`config.mk`:
```
export PLATFORM = sky130hd
export DESIGN_NAME = lightpipe_tx
export DESIGN_NICKNAME = d
export VERILOG_FILES = /design/src/rtl/lp_pkg.sv /design/src/rtl/lp_framer.sv /design/src/rtl/lp_nrzi.sv /design/src/rtl/lightpipe_tx.sv
export SDC_FILE = /design/constraint.sdc
export NUM_CORES = 1
export LEC_CHECK = 0
export BUFFER_PORTS_ARGS = -buffer_cell sky130_fd_sc_hd__clkbuf_2
export CAP_MARGIN = 20
export CORE_MARGIN = 1.5
export CORE_UTILIZATION = 45
export CTS_BUF_LIST = sky130_fd_sc_hd__clkbuf_2 sky130_fd_sc_hd__clkbuf_4 sky130_fd_sc_hd__clkbuf_8
export CTS_CLUSTER_SIZE = 12
export DETAILED_ROUTE_END_ITERATION = 8
export PLACE_DENSITY = 0.67
export SKIP_LAST_GASP = 1
export SYNTH_ARGS = -nofsm -noshare
export SYNTH_HDL_FRONTEND = slang
export SYNTH_SLANG_ARGS = --single-unit
```
`constraint.sdc`:
```
create_clock -name clk -period 2.64 [get_ports clk]
set_input_delay 0.132 -clock clk [delete_from_list [all_inputs] [get_ports clk]]
set_output_delay 0.132 -clock clk [all_outputs]
set_load 0.05 [all_outputs]
```
`src/rtl/lp_pkg.sv`:
```
package lp_pkg;

    typedef enum logic [1:0] {
        ST_SYNC  = 2'd0,
        ST_HEAD  = 2'd1,
        ST_AUDIO = 2'd2
    } lp_state_e;

    function automatic int lp_frame_bits(input int sync_len, input int user_w,
                                         input int channels, input int sample_w,
                                         input int nib_w);
        return sync_len + user_w + 2 + channels * (sample_w / nib_w) * (nib_w + 1);
    endfunction

endpackage

```
`src/rtl/lp_framer.sv`:
```
module lp_framer
    import lp_pkg::*;
#(
    parameter int CHANNELS = 8,
    parameter int SAMPLE_W = 24,
    parameter int NIB_W    = 4,
    parameter int USER_W   = 4,
    parameter int SYNC_LEN = 10
) (
    input  logic                         clk,
    input  logic                         rst_n,
    input  logic                         bit_en,
    input  logic [CHANNELS*SAMPLE_W-1:0] ch_data,
    input  logic [USER_W-1:0]            user_in,
    output logic                         bit_val,
    output logic                         first_bit,
    output logic                         ready
);

    localparam int NIBS      = SAMPLE_W / NIB_W;
    localparam int GROUP     = NIB_W + 1;
    localparam int HEAD_LEN  = USER_W + 2;
    localparam int FRAME_LEN = lp_frame_bits(SYNC_LEN, USER_W, CHANNELS, SAMPLE_W, NIB_W);
    localparam int CNT_W     = $clog2(FRAME_LEN);
    localparam int SUB_W     = $clog2((HEAD_LEN > GROUP) ? HEAD_LEN : GROUP);
    localparam int NIB_IW    = $clog2(NIBS);
    localparam int CH_W      = $clog2(CHANNELS);

    localparam logic [CNT_W-1:0]  CNT_LAST  = CNT_W'(FRAME_LEN - 1);
    localparam logic [CNT_W-1:0]  SYNC_END  = CNT_W'(SYNC_LEN - 1);
    localparam logic [SUB_W-1:0]  HEAD_END  = SUB_W'(HEAD_LEN - 1);
    localparam logic [SUB_W-1:0]  GRP_END   = SUB_W'(GROUP - 1);
    localparam logic [NIB_IW-1:0] NIB_END   = NIB_IW'(NIBS - 1);
    localparam logic [CH_W-1:0]   CH_END    = CH_W'(CHANNELS - 1);

    lp_state_e                   st_q, st_d;
    logic [CNT_W-1:0]            cnt_q, cnt_d;
    logic [SUB_W-1:0]            sub_q, sub_d;
    logic [NIB_IW-1:0]           nib_q, nib_d;
    logic [CH_W-1:0]             ch_q, ch_d;
    logic [CHANNELS*SAMPLE_W-1:0] store_q;
    logic [USER_W-1:0]           user_q;
    logic [SAMPLE_W-1:0]         lane [CHANNELS];
    logic [SAMPLE_W-1:0]         word_sh;
    logic [USER_W-1:0]           user_sh;

    assign ready     = (st_q == ST_SYNC) && (cnt_q == '0);
    assign first_bit = bit_en && ready;

    // Per-channel view of the frame store
    generate
        for (genvar k = 0; k < CHANNELS; k++) begin : g_lane
            assign lane[k] = store_q[k*SAMPLE_W +: SAMPLE_W];
        end
    endgenerate

    // Frame store: whole frame captured on the pulse that sends bit 0
    always_ff @(posedge clk or negedge rst_n) begin
        if (!rst_n) begin
            store_q <= '0;
            user_q  <= '0;
        end else if (first_bit) begin
            store_q <= ch_data;
            user_q  <= user_in;
        end
    end

    // State register and position counters
    always_ff @(posedge clk or negedge rst_n) begin
        if (!rst_n) begin
            st_q  <= ST_SYNC;
            cnt_q <= '0;
            sub_q <= '0;
            nib_q <= '0;
            ch_q  <= '0;
        end else if (bit_en) begin
            st_q  <= st_d;
            cnt_q <= cnt_d;
            sub_q <= sub_d;
            nib_q <= nib_d;
            ch_q  <= ch_d;
        end
    end

    // Next state
    always_comb begin
        st_d  = st_q;
        sub_d = sub_q;
        nib_d = nib_q;
        ch_d  = ch_q;
        cnt_d = (cnt_q == CNT_LAST) ? '0 : cnt_q + 1'b1;
        unique case (st_q)
            ST_SYNC: begin
                if (cnt_q == SYNC_END) begin
                    st_d  = ST_HEAD;
                    sub_d = '0;
                end
            end
            ST_HEAD: begin
                if (sub_q == HEAD_END) begin
                    st_d  = ST_AUDIO;
                    sub_d = '0;
                    nib_d = '0;
                    ch_d  = '0;
                end else begin
                    sub_d = sub_q + 1'b1;
                end
            end
            ST_AUDIO: begin
                if (sub_q == GRP_END) begin
                    sub_d = '0;
                    if (nib_q == NIB_END) begin
                        nib_d = '0;
                        if (ch_q == CH_END) begin
                            ch_d = '0;
                            st_d = ST_SYNC;
                        end else begin
                            ch_d = ch_q + 1'b1;
                        end
                    end else begin
                        nib_d = nib_q + 1'b1;
                    end
                end else begin
                    sub_d = sub_q + 1'b1;
                end
            end
            default: st_d = ST_SYNC;
        endcase
    end

    // Output: value of the bit at the current position
    always_comb begin
        bit_val = 1'b0;
        word_sh = '0;
        user_sh = '0;
        unique case (st_q)
            ST_SYNC: bit_val = 1'b0;
            ST_HEAD: begin
                if (sub_q == '0 || sub_q == HEAD_END) begin
                    bit_val = 1'b1;
                end else begin
                    user_sh = user_q << (int'(sub_q) - 1);
                    bit_val = user_sh[USER_W-1];
                end
            end
            ST_AUDIO: begin
                if (sub_q == GRP_END) begin
                    bit_val = 1'b1;
                end else begin
                    word_sh = lane[ch_q] << (int'(nib_q) * NIB_W + int'(sub_q));
                    bit_val = word_sh[SAMPLE_W-1];
                end
            end
            default: bit_val = 1'b0;
        endcase
    end

    // Checker state: zeros sent since the last '1'
    logic [CNT_W-1:0] zrun_q;
    always_ff @(posedge clk or negedge rst_n) begin
        if (!rst_n)      zrun_q <= '0;
        else if (bit_en) zrun_q <= bit_val ? '0 : zrun_q + 1'b1;
    end

    AST_SYNC_IN_RANGE: assert property (@(posedge clk) disable iff (!rst_n)
        (st_q == ST_SYNC) |-> (cnt_q < CNT_W'(SYNC_LEN)));
    AST_ZERO_RUN: assert property (@(posedge clk) disable iff (!rst_n)
        (bit_en && st_q != ST_SYNC && !bit_val) |-> (zrun_q < CNT_W'(NIB_W)));
    AST_END_ALIGN: assert property (@(posedge clk) disable iff (!rst_n)
        (bit_en && st_q == ST_AUDIO && sub_q == GRP_END && nib_q == NIB_END && ch_q == CH_END)
        |-> (cnt_q == CNT_LAST));
    AST_WRAP: assert property (@(posedge clk) disable iff (!rst_n)
        (bit_en && cnt_q == CNT_LAST) |=> (ready));
    AST_IDLE_HOLD: assert property (@(posedge clk) disable iff (!rst_n)
        !bit_en |=> $stable(cnt_q));
    AST_STORE_HOLD: assert property (@(posedge clk) disable iff (!rst_n)
        !first_bit |=> ($stable(store_q) && $stable(user_q)));
    AST_READY_DROP: assert property (@(posedge clk) disable iff (!rst_n)
        first_bit |=> !ready);

endmodule

```
`src/rtl/lp_nrzi.sv`:
```
module lp_nrzi (
    input  logic clk,
    input  logic rst_n,
    input  logic bit_en,
    input  logic bit_val,
    output logic line_out
);

    always_ff @(posedge clk or negedge rst_n) begin
        if (!rst_n)                line_out <= 1'b0;
        else if (bit_en && bit_val) line_out <= ~line_out;
    end

    AST_ONE_TOGGLES: assert property (@(posedge clk) disable iff (!rst_n)
        (bit_en && bit_val) |=> (line_out != $past(line_out)));
    AST_ZERO_HOLDS: assert property (@(posedge clk) disable iff (!rst_n)
        !(bit_en && bit_val) |=> $stable(line_out));

endmodule

```
`src/rtl/lightpipe_tx.sv`:
```
module lightpipe_tx #(
    parameter int CHANNELS = 8,
    parameter int SAMPLE_W = 24,
    parameter int NIB_W    = 4,
    parameter int USER_W   = 4,
    parameter int SYNC_LEN = 10
) (
    input  logic                         clk,
    input  logic                         rst_n,
    input  logic                         bit_en,
    input  logic [CHANNELS*SAMPLE_W-1:0] ch_data,
    input  logic [USER_W-1:0]            user_in,
    output logic                         line_out,
    output logic                         frame_start,
    output logic                         ready
);

    logic bit_val;
    logic first_bit;

    lp_framer #(
        .CHANNELS (CHANNELS),
        .SAMPLE_W (SAMPLE_W),
        .NIB_W    (NIB_W),
        .USER_W   (USER_W),
        .SYNC_LEN (SYNC_LEN)
    ) u_framer (
        .clk       (clk),
        .rst_n     (rst_n),
        .bit_en    (bit_en),
        .ch_data   (ch_data),
        .user_in   (user_in),
        .bit_val   (bit_val),
        .first_bit (first_bit),
        .ready     (ready)
    );

    lp_nrzi u_nrzi (
        .clk      (clk),
        .rst_n    (rst_n),
        .bit_en   (bit_en),
        .bit_val  (bit_val),
        .line_out (line_out)
    );

    always_ff @(posedge clk or negedge rst_n) begin
        if (!rst_n) frame_start <= 1'b0;
        else        frame_start <= first_bit;
    end

    AST_START_PULSE: assert property (@(posedge clk) disable iff (!rst_n)
        frame_start |=> !frame_start);
    AST_START_AFTER_READY: assert property (@(posedge clk) disable iff (!rst_n)
        (bit_en && ready) |=> frame_start);

endmodule

```
==> impl_metrics.csv <==
group,metric,value,unit
clock_network,cts_root_buf,"clkbuf_8",
worst_setup_path,timing.rr.end,"u_nrzi.line_out$_DFFE_PN0P_",
timing,min_period,2.47,ns
worst_setup_path,crit_family,"multiplexers",
logic_synthesis,ys.flop_type,"dfrtp_1",
die,die_area,23900,um^2
worst_setup_path,critPathBufInv,1,
worst_setup_path,crit_type,"flip-flop to flip-flop",
final_layout,drive_gt1_share,46.3,%
worst_setup_path,crit_path_start_kind,"flip-flop",
die,core_region_area,22600,um^2
clock_network,clk_path_buf_depth,3,
die,initial_utilization,45.8,%
power_and_ir_drop,p_leak,7.32,nW
detailed_routing,drcViolationCount,0,
grt,grt_pass1_vias,8310,
worst_setup_path,crit_fanout,15,
timing,finClkSkew,0.0240,ns
die,die_h,155,um
worst_setup_path,reg2reg_slack,0.17,ns
worst_setup_path,crit_path_end_kind,"flip-flop",
logic_synthesis,yosys_warnings,0,
worst_setup_path,max_stage_delay,0.65,ns
die,die-width,155,um
power_and_ir_drop,p_total,8.67,mW
worst_setup_path,slowest_stage,"dfrtp_1",
grt,grt_first_pass_wirelength,44300,um
detailed_routing,wire_per_inst,19.3,um
worst_setup_path,path_cells,"buf_4, mux4_1, mux2i_1, mux4_2, nor2_1, nor3_1, nor3_1, nand4b_1",
clock_network,cts_sinks,217,
clock_network,htreeDepth,2,
logic_synthesis,synth_area,10300,um^2
final_layout,final_common_cell,"dfrtp_1",
timing,whs,0.210,ns
flow_run,drv_cap,0,
final_layout,layout_common_cells,"215 x dfrtp_1, 200 x clkbuf_2, 198 x dlygate4sd3_1",
timing,setup_viol,0,
timing,tightest_slew,0.666,ns
clock_network,cts_tree,"done",
timing,finalHoldViolations,0,
placement,port-buffer-count,201,
timing,period_share,93.7,%
min_path,min_path_type,"input pin to async pin",
logic_synthesis,seq_area_frac_synth,52.5,%
worst_setup_path,crit_required,3.04,ns
timing,fin_setup_tns,0,ns
grt,grt_max_degree,83,
detailed_routing,routed_wl,27700,um
worst_setup_path,reg2reg_from,"u_framer.ch_q[2]$_DFFE_PN0P_",
worst_setup_path,timing.critical_path.mode_cell,"nor3_1",
worst_setup_path,r2r_cells,8,
placement,place_congestion,0.814,
logic_synthesis,synthesis.nets,908,
grt,grtUsageTotal,23.8,%
logic_synthesis,async_reset_ff_share,100,%
logic_synthesis,avgSynthCellArea,14.9,um^2
logic_synthesis,synth_cell_types,54,
logic_synthesis,netlist_instances,695,
worst_setup_path,arrival,2.87,ns
detailed_routing,drtAntennaViolNets,0,
timing,maxSlewHeadroom,55.6,%
detailed_routing,viasPerCell,5.25,
detailed_routing,vias,7525,
logic_synthesis,synth-edff-count,0,
detailed_routing,drt_iter0_drc,337,
grt,antenna_found_initial,2,
clock_network,path_clk_slew,0.06,ns
outcome,status,"complete, no violations",
power_and_ir_drop,max-vdd-ir-drop,0.374,mV
final_layout,nets,1337,
clock_network,worstSkewPairLatency,0.53,ns
detailed_routing,dr.pass1.iters,4,
clock_network,cts_resized,0,
die,rows,55,
timing,fmaxAchievable,0.404,GHz
power_and_ir_drop,power.density,595,nW/um^2
final_layout,areaGrowthSynthToFinish,40.8,%
die,ioPinCount,202,
timing,drv_slew,0,
placement,dp_hpwl,17600,um
grt,grt-ovfl-total,0,
final_layout,fin_util,64.6,%
timing,rsz0062_at_grt,"no",
logic_synthesis,ys_seq_elements,217,
clock_network,cts_buffers,38,
## worst max-delay path by stage
stage	startpoint	depth (start not counted)	endpoint
final	u_framer.ch_q[2]$_DFFE_PN0P_	8	u_nrzi.line_out$_DFFE_PN0P_
after global routing	u_framer.ch_q[2]$_DFFE_PN0P_	8	u_nrzi.line_out$_DFFE_PN0P_
after CTS	u_framer.ch_q[1]$_DFFE_PN0P_	8	u_nrzi.line_out$_DFFE_PN0P_
after detailed placement	u_framer.ch_q[2]$_DFFE_PN0P_	8	u_nrzi.line_out$_DFFE_PN0P_
after global placement	u_framer.ch_q[1]$_DFFE_PN0P_	8	u_nrzi.line_out$_DFFE_PN0P_
after floorplan	u_framer.cnt_q[5]$_DFFE_PN0P_	7	u_framer.store_q[186]$_DFFE_PN0P_
## area by class of cell
cell class / instances / area, um^2
clock inverters: 2 / 20.0
fillers: 1660 / 8000
diodes: 2 / 5.00
clock buffers: 61 / 764
repair buffers: 431 / 3400
multi-input cells: 423 / 4540
well taps: 285 / 357
inverters: 13 / 48.8
flip-flops and latches: 217 / 5430
## Yosys cell counts, types with 3 or more instances
cell / instances / area (um^2)
buf_4: 6 / 45.0
clkbuf_1: 5 / 18.8
nor3_1: 4 / 20.0
nand2_1: 20 / 75.1
a22oi_1: 11 / 82.6
ha_1: 14 / 175
nor2b_1: 5 / 31.3
mux4_1: 10 / 263
nor2_1: 14 / 52.6
and3_1: 5 / 31.3
inv_1: 12 / 45.0
mux2_1: 9 / 101
xnor2_1: 5 / 43.8
o21ai_0: 12 / 60.1
mux2_2: 193 / 2170
nand3_1: 13 / 65.1
mux2i_1: 18 / 180
mux4_2: 32 / 721
nand4_1: 7 / 43.8
a21oi_1: 7 / 35.0
and2_1: 3 / 18.8
dfrtp_1: 217 / 5430
a311oi_1: 4 / 35.0
nand2b_1: 4 / 25.0
buf_2: 12 / 60.1
buf_6: 18 / 203
## power breakdown
group | internal (mW) | switching, mW
logic | 0.926 | 0.988
registers | 3.43 | 0.158
clock network | 1.83 | 1.34
## layer usage
metal	vias up	track usage (%)	routed length (um)
li1	3464	-	-
met1	3747	30.9	11600
met2	235	40.1	13900
met3	79	4.17	1250
met4	0	9.39	960
met5	-	0	0
## stage by stage
step | setup slack [ns] | cells | instance area [um^2]
2_1_floorplan | 0.0310 | 695 | 10400
3_3_place_gp | 0.174 | 1171 | 11800
3_5_place_dp | 0.214 | 1171 | 11800
4_1_cts | 0.190 | 1432 | 14600
5_1_grt | 0.0464 | 1434 | 14600
6_report | 0.167 | 1434 | 14600
## flip-flops by register name (all words and copies together), names as in the netlist
register and count:
u_framer.user_q 4, u_framer.ch_q 3, u_framer.st_q 2, u_framer.store_q 192
u_framer.cnt_q 8, u_framer.nib_q 3, u_nrzi.line_out 1, frame_start 1
u_framer.sub_q 3
## timing repair
| action | CTS | global route |
|---|---|---|
| hold endpoints to repair | 276 | 0 |
| buffers inserted | 0 | 0 |
| hold buffers | 198 | 0 |
## cells by family (layout without fill, tap and decap cells)
kind of cell / after synthesis / count (layout) / synth area share, %
flops: 217 / 217 / 52.5
buf+inv: 55 / 507 / 3.77
simple gates: 84 / 84 / 4.22
xor+xnor: 6 / 6 / 0.508
other cells: 0 / 2 / 0
mux: 263 / 263 / 33.5
compound gates: 56 / 56 / 3.86
fa+ha+maj: 14 / 14 / 1.69
(Power assumes the default switching activity.)
